===== src/rtl/loc_arb_pkg.sv =====
package loc_arb_pkg;
    // Access register bit positions; software decodes these, so they are fixed.
    localparam int BIT_REGVALID = 7;
    localparam int BIT_ACTIVE   = 5;
    localparam int BIT_SEIZED   = 4;
    localparam int BIT_SEIZE    = 3;
    localparam int BIT_PENDING  = 2;
    localparam int BIT_REQUEST  = 1;
    localparam int BIT_ESTAB    = 0;
    localparam int REG_W        = 8;

    typedef struct packed {
        logic request;
        logic release_own;
        logic seize;
        logic clr_seized;
    } wr_cmd_t;
endpackage


===== src/rtl/loc_arb_decode.sv =====
module loc_arb_decode
    import loc_arb_pkg::*;
#(
    parameter int NUM_LOC = 5,
    parameter int LOC_LSB = 12,
    parameter int LOC_W   = 3,
    parameter int HW_LOC  = 4
) (
    input  logic                     wr_en_i,
    input  logic [LOC_LSB+LOC_W-1:0] wr_addr_i,
    input  logic [REG_W-1:0]         wr_data_i,
    input  logic                     hw_origin_i,
    output logic                     hit_o,
    output logic [LOC_W-1:0]         loc_o,
    output wr_cmd_t                  cmd_o
);
    logic [LOC_W-1:0] loc;
    logic             in_range;
    logic             hw_ok;
    logic             unused_data;

    assign loc      = wr_addr_i[LOC_LSB+LOC_W-1:LOC_LSB];
    assign in_range = (32'(loc) < NUM_LOC);
    assign hw_ok    = (32'(loc) != HW_LOC) || hw_origin_i;
    assign hit_o    = wr_en_i && in_range && hw_ok
                      && (wr_addr_i[LOC_LSB-1:0] == '0);
    assign loc_o    = loc;

    assign cmd_o.request     = wr_data_i[BIT_REQUEST];
    assign cmd_o.release_own = wr_data_i[BIT_ACTIVE];
    assign cmd_o.seize       = wr_data_i[BIT_SEIZE];
    assign cmd_o.clr_seized  = wr_data_i[BIT_SEIZED];
    assign unused_data = ^{wr_data_i[BIT_REGVALID], wr_data_i[6],
                           wr_data_i[BIT_PENDING], wr_data_i[BIT_ESTAB]};
endmodule


===== src/rtl/loc_arb_pick.sv =====
module loc_arb_pick #(
    parameter int NUM_LOC = 5,
    parameter int LOC_W   = 3
) (
    input  logic [NUM_LOC-1:0] req_i,
    output logic               vld_o,
    output logic [LOC_W-1:0]   idx_o
);
    // Highest-numbered set bit wins.
    always_comb begin
        vld_o = 1'b0;
        idx_o = '0;
        for (int i = 0; i < NUM_LOC; i++) begin
            if (req_i[i]) begin
                vld_o = 1'b1;
                idx_o = LOC_W'(i);
            end
        end
    end
endmodule


===== src/rtl/loc_arb_readback.sv =====
module loc_arb_readback
    import loc_arb_pkg::*;
#(
    parameter int NUM_LOC = 5,
    parameter int LOC_W   = 3
) (
    input  logic                     owner_vld_i,
    input  logic [LOC_W-1:0]         owner_i,
    input  logic [NUM_LOC-1:0]       req_i,
    input  logic [NUM_LOC-1:0]       seized_i,
    input  logic                     estab_i,
    output logic [NUM_LOC*REG_W-1:0] acc_o
);
    for (genvar g = 0; g < NUM_LOC; g++) begin : g_reg
        logic [NUM_LOC-1:0] others;
        logic [REG_W-1:0]   val;
        always_comb begin
            others               = req_i;
            others[g]            = 1'b0;
            val                  = '0;
            val[BIT_REGVALID]    = 1'b1;
            val[BIT_ACTIVE]      = owner_vld_i && (owner_i == LOC_W'(g));
            val[BIT_SEIZED]      = seized_i[g];
            val[BIT_SEIZE]       = 1'b0;
            val[BIT_PENDING]     = |others;
            val[BIT_REQUEST]     = req_i[g];
            val[BIT_ESTAB]       = estab_i;
        end
        assign acc_o[g*REG_W +: REG_W] = val;
    end
endmodule


===== src/rtl/loc_arbiter.sv =====
module loc_arbiter
    import loc_arb_pkg::*;
#(
    parameter int NUM_LOC = 5,
    parameter int LOC_LSB = 12,
    localparam int LOC_W  = (NUM_LOC > 1) ? $clog2(NUM_LOC) : 1,
    localparam int ADDR_W = LOC_LSB + LOC_W,
    localparam int HW_LOC = NUM_LOC - 1
) (
    input  logic                     clk,
    input  logic                     rst_n,
    input  logic                     wr_en_i,
    input  logic [ADDR_W-1:0]        wr_addr_i,
    input  logic [REG_W-1:0]         wr_data_i,
    input  logic                     hw_origin_i,
    input  logic                     estab_i,
    output logic                     owner_valid_o,
    output logic [LOC_W-1:0]         owner_o,
    output logic                     loc_changed_o,
    output logic                     abort_req_o,
    output logic [NUM_LOC*REG_W-1:0] acc_rd_o
);
    typedef struct packed {
        logic               vld;
        logic [LOC_W-1:0]   owner;
        logic [NUM_LOC-1:0] req;
        logic [NUM_LOC-1:0] seized;
        logic               chg;
        logic               abort;
    } arb_state_t;

    arb_state_t       st_d, st_q;
    logic             hit;
    logic [LOC_W-1:0] wr_loc;
    wr_cmd_t          cmd;
    logic             pick_vld;
    logic [LOC_W-1:0] pick_idx;

    loc_arb_decode #(
        .NUM_LOC(NUM_LOC), .LOC_LSB(LOC_LSB), .LOC_W(LOC_W), .HW_LOC(HW_LOC)
    ) u_decode (
        .wr_en_i    (wr_en_i),
        .wr_addr_i  (wr_addr_i),
        .wr_data_i  (wr_data_i),
        .hw_origin_i(hw_origin_i),
        .hit_o      (hit),
        .loc_o      (wr_loc),
        .cmd_o      (cmd)
    );

    loc_arb_pick #(.NUM_LOC(NUM_LOC), .LOC_W(LOC_W)) u_pick (
        .req_i(st_q.req),
        .vld_o(pick_vld),
        .idx_o(pick_idx)
    );

    always_comb begin
        logic is_owner;
        st_d       = st_q;
        st_d.chg   = 1'b0;
        st_d.abort = 1'b0;
        is_owner   = st_q.vld && (st_q.owner == wr_loc);
        if (hit) begin
            if (cmd.clr_seized) begin
                st_d.seized[wr_loc] = 1'b0;
            end
            if (cmd.seize) begin
                if (!st_q.vld || (wr_loc > st_q.owner)) begin
                    if (st_q.vld) begin
                        st_d.seized[st_q.owner] = 1'b1;
                    end
                    st_d.req[wr_loc] = 1'b0;
                    st_d.vld         = 1'b1;
                    st_d.owner       = wr_loc;
                    st_d.chg         = 1'b1;
                    st_d.abort       = 1'b1;
                end
            end else if (cmd.release_own) begin
                st_d.req[wr_loc] = 1'b0;
                if (is_owner) begin
                    if (pick_vld) begin
                        st_d.owner         = pick_idx;
                        st_d.req[pick_idx] = 1'b0;
                        st_d.chg           = 1'b1;
                        st_d.abort         = 1'b1;
                    end else begin
                        st_d.vld = 1'b0;
                    end
                end
            end else if (cmd.request) begin
                if (!st_q.vld) begin
                    st_d.vld   = 1'b1;
                    st_d.owner = wr_loc;
                    st_d.chg   = 1'b1;
                end else if (!is_owner) begin
                    st_d.req[wr_loc] = 1'b1;
                end
            end
        end
    end

    always_ff @(posedge clk) begin
        if (!rst_n) begin
            st_q <= '0;
        end else begin
            st_q <= st_d;
        end
    end

    loc_arb_readback #(.NUM_LOC(NUM_LOC), .LOC_W(LOC_W)) u_readback (
        .owner_vld_i(st_q.vld),
        .owner_i    (st_q.owner),
        .req_i      (st_q.req),
        .seized_i   (st_q.seized),
        .estab_i    (estab_i),
        .acc_o      (acc_rd_o)
    );

    assign owner_valid_o = st_q.vld;
    assign owner_o       = st_q.owner;
    assign loc_changed_o = st_q.chg;
    assign abort_req_o   = st_q.abort;

    logic [NUM_LOC-1:0] active_bits;
    for (genvar g = 0; g < NUM_LOC; g++) begin : g_act
        assign active_bits[g] = acc_rd_o[g*REG_W + BIT_ACTIVE];
    end

    AST_ONE_ACTIVE: assert property (@(posedge clk) disable iff (!rst_n)
        $countones(active_bits) == (owner_valid_o ? 1 : 0));
    AST_RISE_EVENT: assert property (@(posedge clk) disable iff (!rst_n)
        $rose(owner_valid_o) |-> loc_changed_o);
    AST_ABORT_MOVES: assert property (@(posedge clk) disable iff (!rst_n)
        abort_req_o |-> loc_changed_o && owner_valid_o);
    AST_OWNER_NO_REQ: assert property (@(posedge clk) disable iff (!rst_n)
        owner_valid_o |-> !acc_rd_o[32'(owner_o)*REG_W + BIT_REQUEST]);
    AST_HW_GATE: assert property (@(posedge clk) disable iff (!rst_n)
        wr_en_i && (32'(wr_addr_i[ADDR_W-1:LOC_LSB]) == HW_LOC) && !hw_origin_i
        |=> $stable(owner_o) && $stable(owner_valid_o) && !loc_changed_o);
    AST_SEIZE_ORDER: assert property (@(posedge clk) disable iff (!rst_n)
        abort_req_o && $past(owner_valid_o) && $past(wr_data_i[BIT_SEIZE])
        |-> owner_o > $past(owner_o));
endmodule


===== config.mk =====
export PLATFORM = sky130hd
export DESIGN_NAME = loc_arbiter
export DESIGN_NICKNAME = d
export VERILOG_FILES = /design/src/rtl/loc_arb_pkg.sv /design/src/rtl/loc_arb_decode.sv /design/src/rtl/loc_arb_pick.sv /design/src/rtl/loc_arb_readback.sv /design/src/rtl/loc_arbiter.sv
export SDC_FILE = /design/constraint.sdc
export NUM_CORES = 1
export LEC_CHECK = 0
export BUFFER_PORTS_ARGS = -buffer_cell sky130_fd_sc_hd__clkbuf_2
export CAP_MARGIN = 20
export CORE_ASPECT_RATIO = 1.25
export CORE_UTILIZATION = 31
export CTS_CLUSTER_SIZE = 28
export DETAILED_ROUTE_END_ITERATION = 8
export GPL_TIMING_DRIVEN = 0
export SLEW_MARGIN = 5
export SYNTH_ARGS = -nofsm -noshare
export SYNTH_HDL_FRONTEND = slang
export SYNTH_SLANG_ARGS = --single-unit

===== constraint.sdc =====
create_clock -name clk -period 2.1 [get_ports clk]
set_input_delay 0.105 -clock clk [delete_from_list [all_inputs] [get_ports clk]]
set_output_delay 0.105 -clock clk [all_outputs]
set_load 0.005 [all_outputs]

==> flow_metrics.tcl <==
set metrics [dict create \
    slew_violations 0 \
    drtAntennaViolNets 0 \
    synth_area_um2 1300 \
    track_usage_pct 17.2 \
    place_ws_ns -0.0590 \
    antenna_found_initial 0 \
    p_leak_nw 0.891 \
    vias 1427 \
    period_share_pct 92.1 \
    async_flop_share_pct 0 \
    path_class "reg2reg" \
    finalHoldViolations 0 \
    syn_inst 176 \
    syn_avg_cell_area_um2 7.41 \
    yosys_warnings 0 \
    cp-endpoint "owner_o[0]" \
    fin_util_pct 43.3 \
    cp-start-kind "register" \
    yosysUniqueCellTypes 45 \
    fillers 435 \
    fp.dieW_um 60.0 \
    grt_remaining_overflow 0 \
    crit_path_max_fanout 5 \
    route.final.wire_length_um 3720 \
    pin_count 74 \
    area_growth_pct 35.1 \
    finalSetupViolations 0 \
    rsz0062_at_grt "false" \
    final_nets 277 \
    crit_arrival_ns 2.12 \
    reg2reg_depth 7 \
    hold_path.class "in2reg" \
    initial_core_util_pct 32.1 \
    synth_top_area_share_pct 24.6 \
    drive_gt1_share_pct 36.7 \
    htreeDepth 1 \
    synth_ff_type "dfxtp_1" \
    setup_ws_ns 0.167 \
    antenna_cells 0 \
    cts_setup_buffers 0 \
    ir_drop_mv 0.250 \
    cts_root_buf "clkbuf_8" \
    grt_max_degree 11 \
    dieHeight_um 74.5 \
    maxCapViolCount 0 \
    dieArea_um2 4470 \
    rows 26 \
    first_iter_violations 29 \
    core_area_um2 4070 \
    rrSetupSlack_ns 0.17 \
    dpl.hpwl_um 2950 \
    worstHoldStart "wr_data_i[1]" \
    clk_latency_ns 0.26 \
    grt_pass1_vias 1239 \
    ys_seq_elements 16 \
    grt_pass1_wl_um 5820 \
    power_mw 0.715 \
    wire_per_inst_um 12.3 \
    fmax_mhz 517 \
    layout_commonest_cell "clkbuf_2" \
    reg2reg_from "owner_o[2]" \
    numPortBuffers 53 \
    yosysSeqAreaShare_pct 24.6 \
    outcome "finished clean" \
    via_per_inst 4.74 \
    cts.path.max_buffers 2 \
    tritoncts "yes" \
    cts.sinks 16 \
    clk_pin_slew_ns 0.07 \
    numCtsBuffers 3 \
    period_minus_slack_ns 1.93 \
    power_density_nw_per_um2 406 \
    cp.required_ns 2.29 \
    netlist_top_cells_area "dfxtp_1, buf_4, nand2_1" \
    critPathCaptureType "register" \
    final_cell_mix "clkbuf_2, nand2_1, buf_4" \
    clock_skew_ns 0.000786 \
    r2r_end "owner_o[0]" \
    drc_errors 0 \
    synth.largest_area_cell "dfxtp_1" \
    drt_pass1_iterations 4 \
    synth_edf_count 0 \
    holdWs_ns 0.121 \
    gp_congestion 0.881 \
    crit_start "owner_o[2]" \
]
-- synth_stat cells (all sizes together) (2+ instances only) --
master and count:
nor3 6, o21bai 2, and2 2, nor4 3, buf 21, o211ai 4
dfxtp 16, ha 3, a311oi 2, a31oi 4, nor2 12, clkbuf 4
o21ai 13, nand2b 4, a21oi 5, nand4 4, conb 2, mux2i 3
nand3 8, a41o 3, and3 3, inv 13, nand2 22
-- what timing repair did --
action / 4_1_cts / 5_1_grt
gates resized for setup: 0 / 6
hold buffers: 0 / 0
pin swaps: 0 / 0
endpoints found under the setup margin: 5 / 5
-- critical path, cell delays in order (launching register included) --
cell,delay (ns)
dfxtp_1,0.40
inv_1,0.06
ha_1,0.35
and4_2,0.31
nand2_1,0.15
nor4_1,0.30
o21ai_0,0.14
mux2i_1,0.15
-- registers in the layout, indices dropped and copies added (netlist names) --
| register | flops |
|---|---|
| abort_req_o | 1 |
| loc_changed_o | 1 |
| owner_o | 3 |
| owner_valid_o | 1 |
| st_q | 10 |
-- metrics by stage --
stage               area [µm²]  setup TNS [ns]  std cells
floorplan                 1350               0        189
global placement          1690         -0.0950        298
global route              1760               0        301
finish                    1760               0        301
detailed placement        1690          -0.170        298
CTS                       1740               0        301
-- power breakdown --
group | total [mW] | switching [mW] | internal [mW]
registers | 0.303 | 0.00000698 | 0.303
clock network | 0.286 | 0.119 | 0.167
logic | 0.126 | 0.0647 | 0.0614
total | 0.715 | 0.183 | 0.532
-- worst min-delay path by stage --
| stage | slack (ns) | cells after the start | to |
|---|---|---|---|
| final | 0.12 | 2 | loc_changed_o |
| after global routing | 0.13 | 2 | loc_changed_o |
| after CTS | 0.11 | 2 | loc_changed_o |
| after detailed placement | 0.38 | 2 | acc_rd_o[8] |
| after global placement | 0.38 | 2 | acc_rd_o[0] |
| after floorplan | 0.27 | 1 | loc_changed_o |
-- layer usage --
| layer | track usage (%) | vias to the layer above | wire (µm) |
|---|---|---|---|
| met3 | 2.78 | 5 | 214 |
| met4 | 7.24 | 0 | 53 |
| met2 | 29.5 | 57 | 1810 |
| li1 | - | 736 | - |
| met5 | 0 | - | 0 |
| met1 | 21.1 | 629 | 1640 |
-- cells by family (layout without fill, tap and decap cells) --
logic type               count (synthesis)  after routing  share of synthesized area [%]
AO/OA/AOI/OAI                           43             43                           22.5
adder cells (fa/ha/maj)                  3              3                           2.88
buffers and inverters                   38             94                           16.8
flip-flops                              16             16                           24.6
multiplexers                             3              3                           2.30
other                                    2             15                          0.576
AND/OR/NAND/NOR                         71             71                           30.4
-- cell type report --
cell class	instances	area, µm²	area share, %
repair buffers	53	265	15.1
multi-input cells	135	836	47.4
clock buffers	4	55.1	3.12
flip-flops and latches	16	320	18.2
inverters	13	48.8	2.77
plain buffers	24	166	9.45
well taps	56	70.1	3.98
(Power assumes the default switching activity.)
